$ cat config.mk
export PLATFORM = sky130hd
export DESIGN_NAME = i2s_tx_ser
export DESIGN_NICKNAME = d
export VERILOG_FILES = /design/src/rtl/i2s_tx_ser.sv
export SDC_FILE = /design/constraint.sdc
export NUM_CORES = 1
export LEC_CHECK = 0
export ABC_AREA = 1
export ABC_CLOCK_PERIOD_IN_PS = 5200
export BUFFER_PORTS_ARGS = -buffer_cell sky130_fd_sc_hd__buf_4
export CORE_MARGIN = 8
export CORE_UTILIZATION = 45
export DETAILED_ROUTE_END_ITERATION = 12
export HOLD_SLACK_MARGIN = 0.08
export PLACE_DENSITY = 0.62
export SYNTH_ARGS = -nofsm -noshare
export SYNTH_HDL_FRONTEND = slang
export SYNTH_SLANG_ARGS = --single-unit
$ cat constraint.sdc
create_clock -name clk -period 5.2 [get_ports clk]
set_clock_uncertainty 0.1 [all_clocks]
set_input_delay 0.26 -clock clk [delete_from_list [all_inputs] [get_ports clk]]
set_output_delay 0.26 -clock clk [all_outputs]
set_load 0.01 [all_outputs]
$ cat src/rtl/i2s_tx_ser.sv
module i2s_tx_ser #(
  parameter int DATA_W  = 32,
  parameter int RATIO_W = 8,
  parameter int RES_W   = 6
) (
  input  logic               clk,
  input  logic               rst_n,
  input  logic               enable,
  input  logic [RATIO_W-1:0] ratio,
  input  logic [RES_W-1:0]   resolution,
  input  logic               fifo_empty,
  input  logic [DATA_W-1:0]  fifo_data,
  output logic               fifo_pop,
  output logic               sck,
  output logic               ws,
  output logic               sd
);
  localparam int POS_W = $clog2(DATA_W + 1);
  localparam int CNT_W = RATIO_W + 1;

  logic               run, tail, zf, ch, pend;
  logic [POS_W-1:0]   pos, res_q;
  logic [RATIO_W-1:0] ratio_q;
  logic [CNT_W-1:0]   cnt;
  logic [DATA_W-1:0]  cur;
  logic               sck_q, ws_q, sd_q, pop_q;

  logic [POS_W-1:0]  res_eff, res_sel, pos_nx, idx;
  logic              tick, fe, slot_end, frame_end, ch_nx, zf_nx, take, bit_nx;
  logic [DATA_W-1:0] word_nx, src, shifted;

  assign res_eff   = (resolution == '0 || int'(resolution) > DATA_W) ? POS_W'(DATA_W) : POS_W'(resolution);
  assign tick      = (cnt == ({1'b0, ratio_q} + CNT_W'(1)));
  assign fe        = tick && sck_q;
  assign slot_end  = (pos == res_q - POS_W'(1));
  assign frame_end = slot_end && ch;
  assign pos_nx    = slot_end ? '0 : pos + POS_W'(1);
  assign ch_nx     = slot_end ? ~ch : ch;
  assign zf_nx     = frame_end ? 1'b0 : zf;
  assign take      = slot_end && !zf_nx && !fifo_empty;
  assign word_nx   = take ? fifo_data : '0;
  assign res_sel   = frame_end ? res_eff : res_q;
  assign src       = slot_end ? word_nx : cur;
  assign idx       = res_sel - POS_W'(1) - pos_nx;
  assign shifted   = src >> idx;
  assign bit_nx    = shifted[0];

  always_ff @(posedge clk or negedge rst_n) begin
    if (!rst_n) begin
      run <= 1'b0; tail <= 1'b0; zf <= 1'b0; ch <= 1'b0; pend <= 1'b0;
      pos <= '0; res_q <= POS_W'(DATA_W); ratio_q <= '0; cnt <= '0; cur <= '0;
      sck_q <= 1'b0; ws_q <= 1'b0; sd_q <= 1'b0; pop_q <= 1'b0;
    end else begin
      pop_q <= 1'b0;
      if (!run && !tail) begin
        if (enable) begin
          run <= 1'b1; zf <= 1'b1; ch <= 1'b0; pos <= '0; pend <= 1'b0;
          res_q <= res_eff; ratio_q <= ratio; cnt <= '0; cur <= '0;
          sck_q <= 1'b0; ws_q <= 1'b0; sd_q <= 1'b0;
        end
      end else begin
        if (tick) begin
          cnt   <= '0;
          sck_q <= ~sck_q;
        end else begin
          cnt <= cnt + CNT_W'(1);
        end
        if (fe) begin
          if (tail) begin
            tail <= 1'b0;
            sd_q <= 1'b0;
          end else if (frame_end && !enable) begin
            run  <= 1'b0;
            tail <= 1'b1;
            ws_q <= 1'b0;
            sd_q <= pend;
          end else begin
            pos  <= pos_nx;
            ch   <= ch_nx;
            ws_q <= ch_nx;
            sd_q <= pend;
            pend <= bit_nx;
            if (slot_end) begin
              cur   <= word_nx;
              pop_q <= take;
            end
            if (frame_end) begin
              zf      <= zf_nx;
              res_q   <= res_eff;
              ratio_q <= ratio;
            end
          end
        end
      end
    end
  end

  assign sck      = sck_q;
  assign ws       = ws_q;
  assign sd       = sd_q;
  assign fifo_pop = pop_q;
endmodule

# Word level (Yosys, flattened, before mapping)
# Cells that the tools add are included.
[totals]
inputBits = 50
register_bits = 70
wordCells = 120
[op_classes]
n_shift = 1
n_reduce_logical = 24
order_cmp = 1
bitwise = 3
add_sub_neg = 6
eq_ne = 5
mux = 66
[ops]
columns = ["operator", "count"]
rows = [
  ["2-to-1 mux 32 bit", 7],
  ["2-to-1 mux 6 bit", 13],
  ["2-to-1 mux 8 bit", 6],
  ["2-to-1 mux 1 bit", 37],
  [">> shifter 32 x 6 -> 1 bit", 1],
  ["2-to-1 mux 9 bit", 3],
  ["subtractor 6 x 1 -> 6 bit (second input constant)", 2],
  ["adder 8 x 1 -> 9 bit (second input constant)", 1],
  ["adder 9 x 1 -> 9 bit (second input constant)", 1],
  ["== test 9 bit", 1],
  ["AND reduction 4 bit", 2],
  ["nonzero test 2 bit", 4],
  ["adder 6 x 1 -> 6 bit (second input constant)", 1],
  ["== test 6 bit", 1],
  ["greater-than comparator 6 bit (second input constant)", 1],
  ["logical AND 1 bit", 6],
  ["zero test 6 bit", 1],
  ["AND reduction 2 bit", 3],
  ["subtractor 6 bit", 1],
  ["zero test 1 bit", 5],
  ["AND reduction 5 bit", 1],
  ["!= test 2 bit (second input constant)", 2],
  ["NOT 1 bit", 3],
  ["AND reduction 3 bit", 1],
  ["2 further kinds", 2],
]

# Depth between registers and ports, before layout
# Gate-level depths: netlist of the first run.
[logic_depth]
word_depth = 14
depth_mapped = 28

# Worst setup path before layout of the first run
# No wires, ideal clock.
[synth_timing]
path_type = "register to register"
start = "register res_q[0]"
end = "register pend"
path_buffers = 2
setup_ns = 0.065
arrival_time_ns = 3.626
path_slack_ns = 1.409
path_stages_with_launch = 27
period_less_slack_ns = 3.791
path_cell_list = "dfrtp_1 -> inv_2 -> ha_1 -> inv_1 -> nand2_1 -> nand2_1 -> nor2_1 -> nand3_1 -> nor2_2 -> nand2_2 -> inv_2 -> buf_4 -> ha_1 -> inv_1 -> nand2_1 -> o21ai_0 -> ha_1 -> fa_1 -> clkbuf_1 -> inv_1 -> nand3_1 -> nand3_1 -> nand3_1 -> nand2_1 -> nand2_1 -> nand3_1 -> nand2_1"
[synth_between]
elab_chain_len = 14
[synth_lines]
columns = ["element", "line", "text"]
rows = [
  ["start, declared", "22", "logic [POS_W-1:0] pos, res_q;"],
  ["start signal, assigned", "89", "res_q <= res_eff;"],
  ["parallel branches: the longest is 14 deep, another holds subtractor 6 x 1 -> 6 bit", "-", ""],
  ["end signal, assigned", "82", "pend <= bit_nx;"],
  ["end, declared", "21", "logic run, tail, zf, ch, pend;"],
]
# Parallel ways; which one is timed is not known. The select of a mux whose other input is x is not followed.
# A chain may end at the register's enable or synchronous reset.

# Final worst setup path of the first run
# Same ends and word-level chain as after synthesis.

==> results.yml, run 1 <==
placed_design:
  buffer_ports.inserted: 53
  dp.cells: 820
  post-dp-hpwl_um: 8580
  globalplace.congestion: 0.885
cells_and_area:
  fraction_of_the_core_area_covered_by_cells_at_the_end_of_the_flow: 0.542
  finish.cell_count_without_fillers: 846
  drive_above_1_share: 0.131
  nets: 766
  layout-area-overhead-vs-synth_pct: 18.0
  num_antenna_cells: 0
critical_path:
  crit_path_end_kind: "register"
  critPathRequiredTime_ns: 5.36
  crit_type: "reg2reg"
  timing.reg2reg.worst_path_depth: 25
  worstPathArrival_ns: 4.73
  regToRegEndpoint: "pend$_DFFE_PN0P_"
  critical_path.startpoint_type: "register"
  critPathLaunch: "res_q[0]$_DFFE_PN0P_"
  reg2reg_setup_slack_ns: 0.63
  worst_path_fanout_max: 26
  critical_path.reg2reg.startpoint: "res_q[0]$_DFFE_PN0P_"
drt:
  avgRoutedWirePerCell_um: 14.8
  drtAntennaViolNets: 0
  remaining_drc_errors: 0
  vias: 4475
  detail_route.wirelength_um: 12500
  detail_route.first_pass.iterations: 5
  dr.first_iter.drc_count: 336
  vias_per_cell: 5.29
synthesis:
  yosysSeqAreaShare: 0.375
  postSynthCellCount: 655
  dominant_cell_type_by_area_after_synthesis: "sky130_fd_sc_hd__dfrtp_1"
  avgSynthCellArea_um2: 7.14
  yosysTopAreaCellShare: 0.369
  synth_fa_ha_area_frac: 0.0310
  synth_top_family_by_area: "simple AND/OR/NAND/NOR gates"
  synth_compound_gate_area_share: 0.143
  synth_cell_types: 36
  netlist_area_mm2: 0.00468
  postSynth.asyncResetShare: 1.00
  ys_dominant_reg_cell: "sky130_fd_sc_hd__dfrtp_1"
  muxShareOfSynthArea: 0.00214
  synth_top_cells_by_count: "sky130_fd_sc_hd__nand2_1, sky130_fd_sc_hd__inv_1, sky130_fd_sc_hd__nand3_1, sky130_fd_sc_hd__dfrtp_1, sky130_fd_sc_hd__o22ai_1"
  synth_simple_gate_area_frac: 0.280
  yosysWarningCount: 0
  synth_seq_cells: 70
  yosys.area_share.xor_xnor: 0.0503
  synth_enable_flop_cells: 0
  synth_area_leaders: "sky130_fd_sc_hd__dfrtp_1, sky130_fd_sc_hd__nand2_1, sky130_fd_sc_hd__nand3_1"
  synth_fp_nets: 716
  yosysMostFrequentCell: "sky130_fd_sc_hd__nand2_1"
timing:
  timing_max_transition_violations_final: 0
  setup_total_negative_slack_ns: 0
  final.min_clock_period_ns: 4.57
  max-slew-margin-rel: 0.332
  finalHoldViolations: 0
  rsz0062_at_grt: "no"
  max_freq_mhz: 219
  setup_viol_count_final: 0
  post-route-period-util: 0.879
  tightest_slew_ns: 1.00
power_and_ir_drop:
  post-layout-total-power_mw: 3.18
  static_power_due_to_leakage_nw: 2.82
  power.density_mw_per_mm2: 576
  switching_share: 0.468
  power.sequential.fraction: 0.261
  switchingPower_mw: 1.49
  comb_power_share: 0.543
  share_clk_of_total_power: 0.197
  peakVddDrop_mv: 0.231
  internal-power_mw: 1.69
clock_tree:
  clk_latency_ns: 0.37
  cts_made_buffers: 9
  post-cts-setup-buffers: 0
  cts_resized: 0
  ctsLongestPathBuffers: 2
  cts.clk_slew.worst_paths_ns: 0.09
  cts.sink_count: 70
  clock-root-buffer: "sky130_fd_sc_hd__clkbuf_8"
  tritoncts: "built"
  cts_max_level: 3
global_route:
  grt_antenna_before_repair: 0
  maximum_number_of_pins_on_one_net_before_global_route_repair: 71
  via_count_of_the_first_global_routing_pass: 4408
  grt_pass1_wl_um: 21500
  grtUsageTotal: 0.184
  globalRoute.totalOverflow: 0
hold_path:
  worst_hold_startpoint: "resolution[1]"
  hold_path_end: "res_q[1]$_DFFE_PN0P_"
  hold_path_class: "in2reg"
  hold_path_depth: 3
job:
  max_cap_violations: 0
floorplanning:
  core_area_mm2: 0.0102
  die_h_um: 118
  placementRows: 37
  dieWidth_um: 118
  fp.dieArea_mm2: 0.0139
  starting_density_of_the_core: 0.459
  design.portCount: 54
status:
  outcome: "finished, final reports clean"
-- worst max-delay path by stage --
| stage | end |
|---|---|
| after floorplan | pend$_DFFE_PN0P_ |
| after global placement | pend$_DFFE_PN0P_ |
| after detailed placement | pend$_DFFE_PN0P_ |
| after CTS | pend$_DFFE_PN0P_ |
| after global routing | pend$_DFFE_PN0P_ |
| final | pend$_DFFE_PN0P_ |
-- layer usage --
metal  track usage  vias to the layer above  wire length [µm]
li1              -                     2244                 -
met1         0.254                     2090              6030
met2         0.288                      126              5650
met3        0.0293                       15               676
met4        0.0600                        0               170
met5             0                        -                 0
-- critical path: stages, from the launching register on --
cell	delay, ns
sky130_fd_sc_hd__dfrtp_1	0.40
sky130_fd_sc_hd__inv_2	0.07
sky130_fd_sc_hd__ha_1	0.29
sky130_fd_sc_hd__inv_1	0.04
sky130_fd_sc_hd__nand2_1	0.06
sky130_fd_sc_hd__nand2_1	0.04
sky130_fd_sc_hd__nor2_1	0.09
sky130_fd_sc_hd__nand3_1	0.09
sky130_fd_sc_hd__nor2_2	0.11
sky130_fd_sc_hd__buf_4	0.29
sky130_fd_sc_hd__nand2_2	0.09
sky130_fd_sc_hd__inv_2	0.21
sky130_fd_sc_hd__ha_1	0.33
sky130_fd_sc_hd__inv_1	0.17
sky130_fd_sc_hd__nand2_1	0.11
sky130_fd_sc_hd__o21ai_0	0.10
sky130_fd_sc_hd__ha_1	0.71
sky130_fd_sc_hd__inv_1	0.44
sky130_fd_sc_hd__nand3_1	0.20
sky130_fd_sc_hd__nand3_1	0.08
sky130_fd_sc_hd__nand3_1	0.09
sky130_fd_sc_hd__nand3_1	0.08
sky130_fd_sc_hd__nand2_1	0.07
sky130_fd_sc_hd__nand2_1	0.05
sky130_fd_sc_hd__nand3_1	0.08
sky130_fd_sc_hd__nand2_1	0.05
-- power by group through the flow --
stage,Combinational [mW],Sequential (mW),Clock [mW]
floorplan,1.31,0.801,0
global placement,1.65,0.833,0
detailed placement,1.70,0.840,0
CTS,1.72,0.829,0.634
global route,1.96,0.852,0.647
finish,1.72,0.830,0.625
-- logic make-up (layout without fill, tap and decap cells) --
family | Yosys count | count (layout)
mux | 1 | 1
xor+xnor | 26 | 26
flops | 70 | 70
fa+ha+maj | 11 | 11
buf+inv | 138 | 193
compound gates | 108 | 108
simple gates | 301 | 301
-- metrics by stage --
stage                     setup slack, ns  instance area, µm²  hold slack (ns)
after global routing                0.157                5520            0.113
after floorplan                      1.41                4680           -0.136
after global placement              0.938                5140            0.352
after detailed placement            0.668                5140            0.353
after CTS                           0.658                5520           0.0926
final                               0.629                5520            0.107
-- cell usage in the layout (no fill, tap or decap) --
| cell | n |
|---|---|
| sky130_fd_sc_hd__nand4_1 | 4 |
| sky130_fd_sc_hd__clkbuf_8 | 11 |
| sky130_fd_sc_hd__nand2_4 | 1 |
| sky130_fd_sc_hd__o21ai_0 | 21 |
| sky130_fd_sc_hd__nand2_1 | 158 |
| sky130_fd_sc_hd__nand3b_1 | 1 |
| sky130_fd_sc_hd__and3_1 | 1 |
| sky130_fd_sc_hd__xor2_2 | 1 |
| sky130_fd_sc_hd__nor4_1 | 1 |
| sky130_fd_sc_hd__fa_1 | 1 |
| sky130_fd_sc_hd__xor2_1 | 20 |
| sky130_fd_sc_hd__o21ai_1 | 8 |
| sky130_fd_sc_hd__dlygate4sd3_1 | 10 |
| sky130_fd_sc_hd__nand3_1 | 88 |
| sky130_fd_sc_hd__nand3_2 | 2 |
| sky130_fd_sc_hd__nor3_1 | 5 |
| sky130_fd_sc_hd__mux2i_1 | 1 |
| sky130_fd_sc_hd__dfstp_2 | 1 |
| sky130_fd_sc_hd__a21oi_1 | 5 |
| sky130_fd_sc_hd__xnor2_1 | 5 |
| sky130_fd_sc_hd__o21ai_2 | 2 |
| sky130_fd_sc_hd__o22ai_1 | 46 |
| sky130_fd_sc_hd__inv_2 | 4 |
| sky130_fd_sc_hd__inv_1 | 106 |
| sky130_fd_sc_hd__dfrtp_1 | 69 |
| sky130_fd_sc_hd__ha_1 | 10 |
| sky130_fd_sc_hd__nor2_1 | 31 |
| sky130_fd_sc_hd__o211ai_1 | 25 |
| sky130_fd_sc_hd__a21o_1 | 1 |
| sky130_fd_sc_hd__nor3_2 | 1 |
| sky130_fd_sc_hd__or2_2 | 4 |
| sky130_fd_sc_hd__nand2_2 | 2 |
| sky130_fd_sc_hd__bufinv_16 | 4 |
| sky130_fd_sc_hd__clkinv_4 | 1 |
| sky130_fd_sc_hd__nor2_2 | 2 |
| sky130_fd_sc_hd__buf_4 | 57 |
-- state kept, by name (all words and copies together) (netlist names) --
signal    flops
fifo_pop      1
pos           6
ch            1
cur          32
res_q         6
sd            1
ratio_q       8
cnt           9
ws            1
zf            1
tail          1
pend          1
sck           1
run           1
-- layout make-up --
class | instances | area (µm²)
Clock buffer | 11 | 151
Inverter | 110 | 413
Sequential cell | 70 | 1750
Tap cell | 136 | 170
Fill cell | 995 | 4670
Multi-Input combinational cell | 447 | 2370
Timing Repair Buffer | 67 | 528
Clock inverter | 5 | 129
-- repair_timing --
action,CTS,global route
endpoints found under the hold margin,78,0
endpoints found under the setup margin,0,0
hold buffers,10,0
Note: power is estimated with default switching activity, not from simulation.
==> run 2, diff against run 1 <==
--- a/config.mk
+++ b/config.mk
@@ -6,7 +6,7 @@
 export NUM_CORES = 1
 export LEC_CHECK = 0
 export ABC_AREA = 1
-export ABC_CLOCK_PERIOD_IN_PS = 5200
+export ABC_CLOCK_PERIOD_IN_PS = 5600
 export BUFFER_PORTS_ARGS = -buffer_cell sky130_fd_sc_hd__buf_4
 export CORE_MARGIN = 8
 export CORE_UTILIZATION = 45
==> constraint.sdc (replaced) <==
create_clock -name clk -period 5.6 [get_ports clk]
set_clock_uncertainty 0.1 [all_clocks]
set_input_delay 0.28 -clock clk [delete_from_list [all_inputs] [get_ports clk]]
set_output_delay 0.28 -clock clk [all_outputs]
set_load 0.01 [all_outputs]
==> results.yml, run 2 (same netlist as run 1, synthesis figures left out) <==
status:
  outcome: "finished, final reports clean"
critical_path:
  crit_type: "reg2reg"
  timing.reg2reg.worst_path_depth: 25
  regToRegEndpoint: "pend$_DFFE_PN0P_"
  reg2reg_setup_slack_ns: 1.05
  worst_path_fanout_max: 26
  crit_path_end_kind: "register"
  worst_path_largest_cell_delay_ns: 0.69
  critical_path.reg2reg.startpoint: "res_q[0]$_DFFE_PN0P_"
  path_delay_family: "adder cells"
  critical-path-slowest-cell: "sky130_fd_sc_hd__ha_1"
  worstPathArrival_ns: 4.69
  timing.critical_path.buf_inv: 6
  critPathRequiredTime_ns: 5.74
  critical_path.startpoint_type: "register"
hold_path:
  hold_path_class: "in2reg"
  hold_path_end: "fifo_pop$_DFF_PN0_"
  hold_path_depth: 4
  worst_hold_startpoint: "fifo_empty"
clock_tree:
  clock-root-buffer: "sky130_fd_sc_hd__clkbuf_8"
  cts.sink_count: 70
  cts.clk_slew.worst_paths_ns: 0.08
  ctsLongestPathBuffers: 2
  cts_made_buffers: 9
  cts_max_level: 3
  tritoncts: "built"
  clk_latency_ns: 0.35
  post-cts-setup-buffers: 0
cells_and_area:
  nets: 764
  num-fill-cells: 998
  largest_register_ffs: 32
  layout-area-overhead-vs-synth_pct: 16.6
  top_regs: "cur: 32 flops, cnt: 9 flops, ratio_q: 8 flops"
  largest-register: "cur"
  finalInstanceArea_mm2: 0.00545
  most_common_cell_after_layout_fill_and_taps_aside: "sky130_fd_sc_hd__nand2_1"
  num_antenna_cells: 0
  layout_common_cells: "sky130_fd_sc_hd__nand2_1, sky130_fd_sc_hd__inv_1, sky130_fd_sc_hd__nand3_1"
  drive_above_1_share: 0.130
  layout.area.seq_mm2: 0.00175
  multi_input_gate_area_mm2: 0.00237
placed_design:
  globalplace.congestion: 0.859
  placed_area_mm2: 0.00513
  buffer_ports.inserted: 53
  post-dp-hpwl_um: 8390
timing:
  rsz0062_at_grt: "no"
  post-route-period-util: 0.813
  max_freq_mhz: 220
  timing_max_transition_violations_final: 0
  max-slew-margin-rel: 0.361
  final.min_clock_period_ns: 4.55
  setup_total_negative_slack_ns: 0
  setup_viol_count_final: 0
  finalHoldViolations: 0
  tightest_slew_ns: 0.957
global_route:
  grt_pass1_wl_um: 20600
  grtUsageTotal: 0.176
  grt_antenna_before_repair: 0
  maximum_number_of_pins_on_one_net_before_global_route_repair: 71
  globalRoute.totalOverflow: 0
  via_count_of_the_first_global_routing_pass: 4185
floorplanning:
  fp.dieArea_mm2: 0.0139
  starting_density_of_the_core: 0.459
  design.portCount: 54
  placementRows: 37
  dieWidth_um: 118
  die_h_um: 118
  core_area_mm2: 0.0102
drt:
  vias: 4406
  drtAntennaViolNets: 0
  detail_route.first_pass.iterations: 5
  detailroute.wirelength.met2_um: 5310
  avgRoutedWirePerCell_um: 14.1
  topRoutingLayerUsed: "met4"
  detailroute.wirelength.met3_um: 526
  met1_length_um: 5880
  remaining_drc_errors: 0
  dr.first_iter.drc_count: 322
  vias_per_cell: 5.22
  detail_route.wirelength_um: 11900
power_and_ir_drop:
  comb_power_share: 0.558
  switchingPower_mw: 1.35
  switching_share: 0.477
  power.density_mw_per_mm2: 517
  share_clk_of_total_power: 0.169
  internal-power_mw: 1.48
  static_power_due_to_leakage_nw: 2.79
  power.sequential.fraction: 0.273
  peakVddDrop_mv: 0.222
job:
  max_cap_violations: 0
[run 2: cell count changes in the layout (fill, tap and decap cells not counted)]
cell	before	now
sky130_fd_sc_hd__bufinv_16	4	2
sky130_fd_sc_hd__buf_4	57	56
sky130_fd_sc_hd__dlygate4sd3_1	10	9
sky130_fd_sc_hd__clkinvlp_4	0	1
sky130_fd_sc_hd__clkinv_2	0	1
[run 2: area by class of cell]
class / count / area share
clock inverters: 5 / 0.0149
multi-input cells: 447 / 0.435
repair buffers: 65 / 0.0936
clock buffers: 11 / 0.0278
well taps: 136 / 0.0312
flip-flops and latches: 70 / 0.322
inverters: 110 / 0.0757
[run 2: power groups by stage]
stage,logic (mW),clock network [mW],registers [mW]
6_report,1.57,0.478,0.770
5_1_grt,1.77,0.512,0.791
4_1_cts,1.57,0.488,0.768
3_5_place_dp,1.56,0,0.779
3_3_place_gp,1.53,0,0.774
2_1_floorplan,1.22,0,0.743
[run 2: worst max-delay path by stage]
| stage | start | endpoint | slack (ns) | cells past startpoint |
|---|---|---|---|---|
| after floorplan | res_q[0]$_DFFE_PN0P_ | pend$_DFFE_PN0P_ | 1.81 | 26 |
| after global placement | res_q[1]$_DFFE_PN0P_ | pend$_DFFE_PN0P_ | 1.27 | 25 |
| after detailed placement | res_q[1]$_DFFE_PN0P_ | pend$_DFFE_PN0P_ | 1.11 | 25 |
| after CTS | res_q[1]$_DFFE_PN0P_ | pend$_DFFE_PN0P_ | 1.08 | 25 |
| after global routing | res_q[1]$_DFFE_PN0P_ | pend$_DFFE_PN0P_ | 0.64 | 25 |
| final | res_q[0]$_DFFE_PN0P_ | pend$_DFFE_PN0P_ | 1.05 | 25 |
[run 2: worst reg2reg max path, stage by stage, from the launching register on]
cell,delay (ns)
sky130_fd_sc_hd__dfrtp_1,0.42
sky130_fd_sc_hd__inv_2,0.07
sky130_fd_sc_hd__ha_1,0.29
sky130_fd_sc_hd__inv_1,0.04
sky130_fd_sc_hd__nand2_1,0.05
sky130_fd_sc_hd__nand2_1,0.04
sky130_fd_sc_hd__nor2_1,0.09
sky130_fd_sc_hd__nand3_1,0.09
sky130_fd_sc_hd__nor2_2,0.11
sky130_fd_sc_hd__buf_4,0.29
sky130_fd_sc_hd__nand2_2,0.11
sky130_fd_sc_hd__inv_2,0.20
sky130_fd_sc_hd__ha_1,0.32
sky130_fd_sc_hd__inv_1,0.18
sky130_fd_sc_hd__nand2_1,0.11
sky130_fd_sc_hd__o21ai_0,0.09
sky130_fd_sc_hd__ha_1,0.69
sky130_fd_sc_hd__inv_1,0.44
sky130_fd_sc_hd__nand3_1,0.20
sky130_fd_sc_hd__nand3_1,0.09
sky130_fd_sc_hd__nand3_1,0.10
sky130_fd_sc_hd__nand3_1,0.09
sky130_fd_sc_hd__nand2_1,0.06
sky130_fd_sc_hd__nand2_1,0.04
sky130_fd_sc_hd__nand3_1,0.08
sky130_fd_sc_hd__nand2_1,0.05
[run 2: stage by stage]
step / utilization / hold slack (ns) / cells / setup WS, ns / total power, mW
final: 0.535 / 0.119 / 844 / 1.05 / 2.82
after global routing: 0.535 / 0.137 / 844 / 0.642 / 3.07
after CTS: 0.535 / 0.110 / 844 / 1.08 / 2.82
after detailed placement: 0.504 / 0.371 / 819 / 1.11 / 2.33
after global placement: 0.504 / 0.370 / 819 / 1.27 / 2.30
after floorplan: - / -0.116 / 655 / 1.81 / 1.96
[run 2: per-layer routing]
| layer | global-route usage | vias to the layer above |
|---|---|---|
| li1 | - | 2248 |
| met5 | 0 | - |
| met1 | 0.251 | 2032 |
| met4 | 0.0552 | 0 |
| met3 | 0.0273 | 20 |
| met2 | 0.265 | 106 |
[run 2: repair_timing]
item                                    4_1_cts  5_1_grt
endpoints found under the setup margin        0        0
hold endpoints to repair                     77        0
hold buffers                                  9        0
resized for setup                             0        0
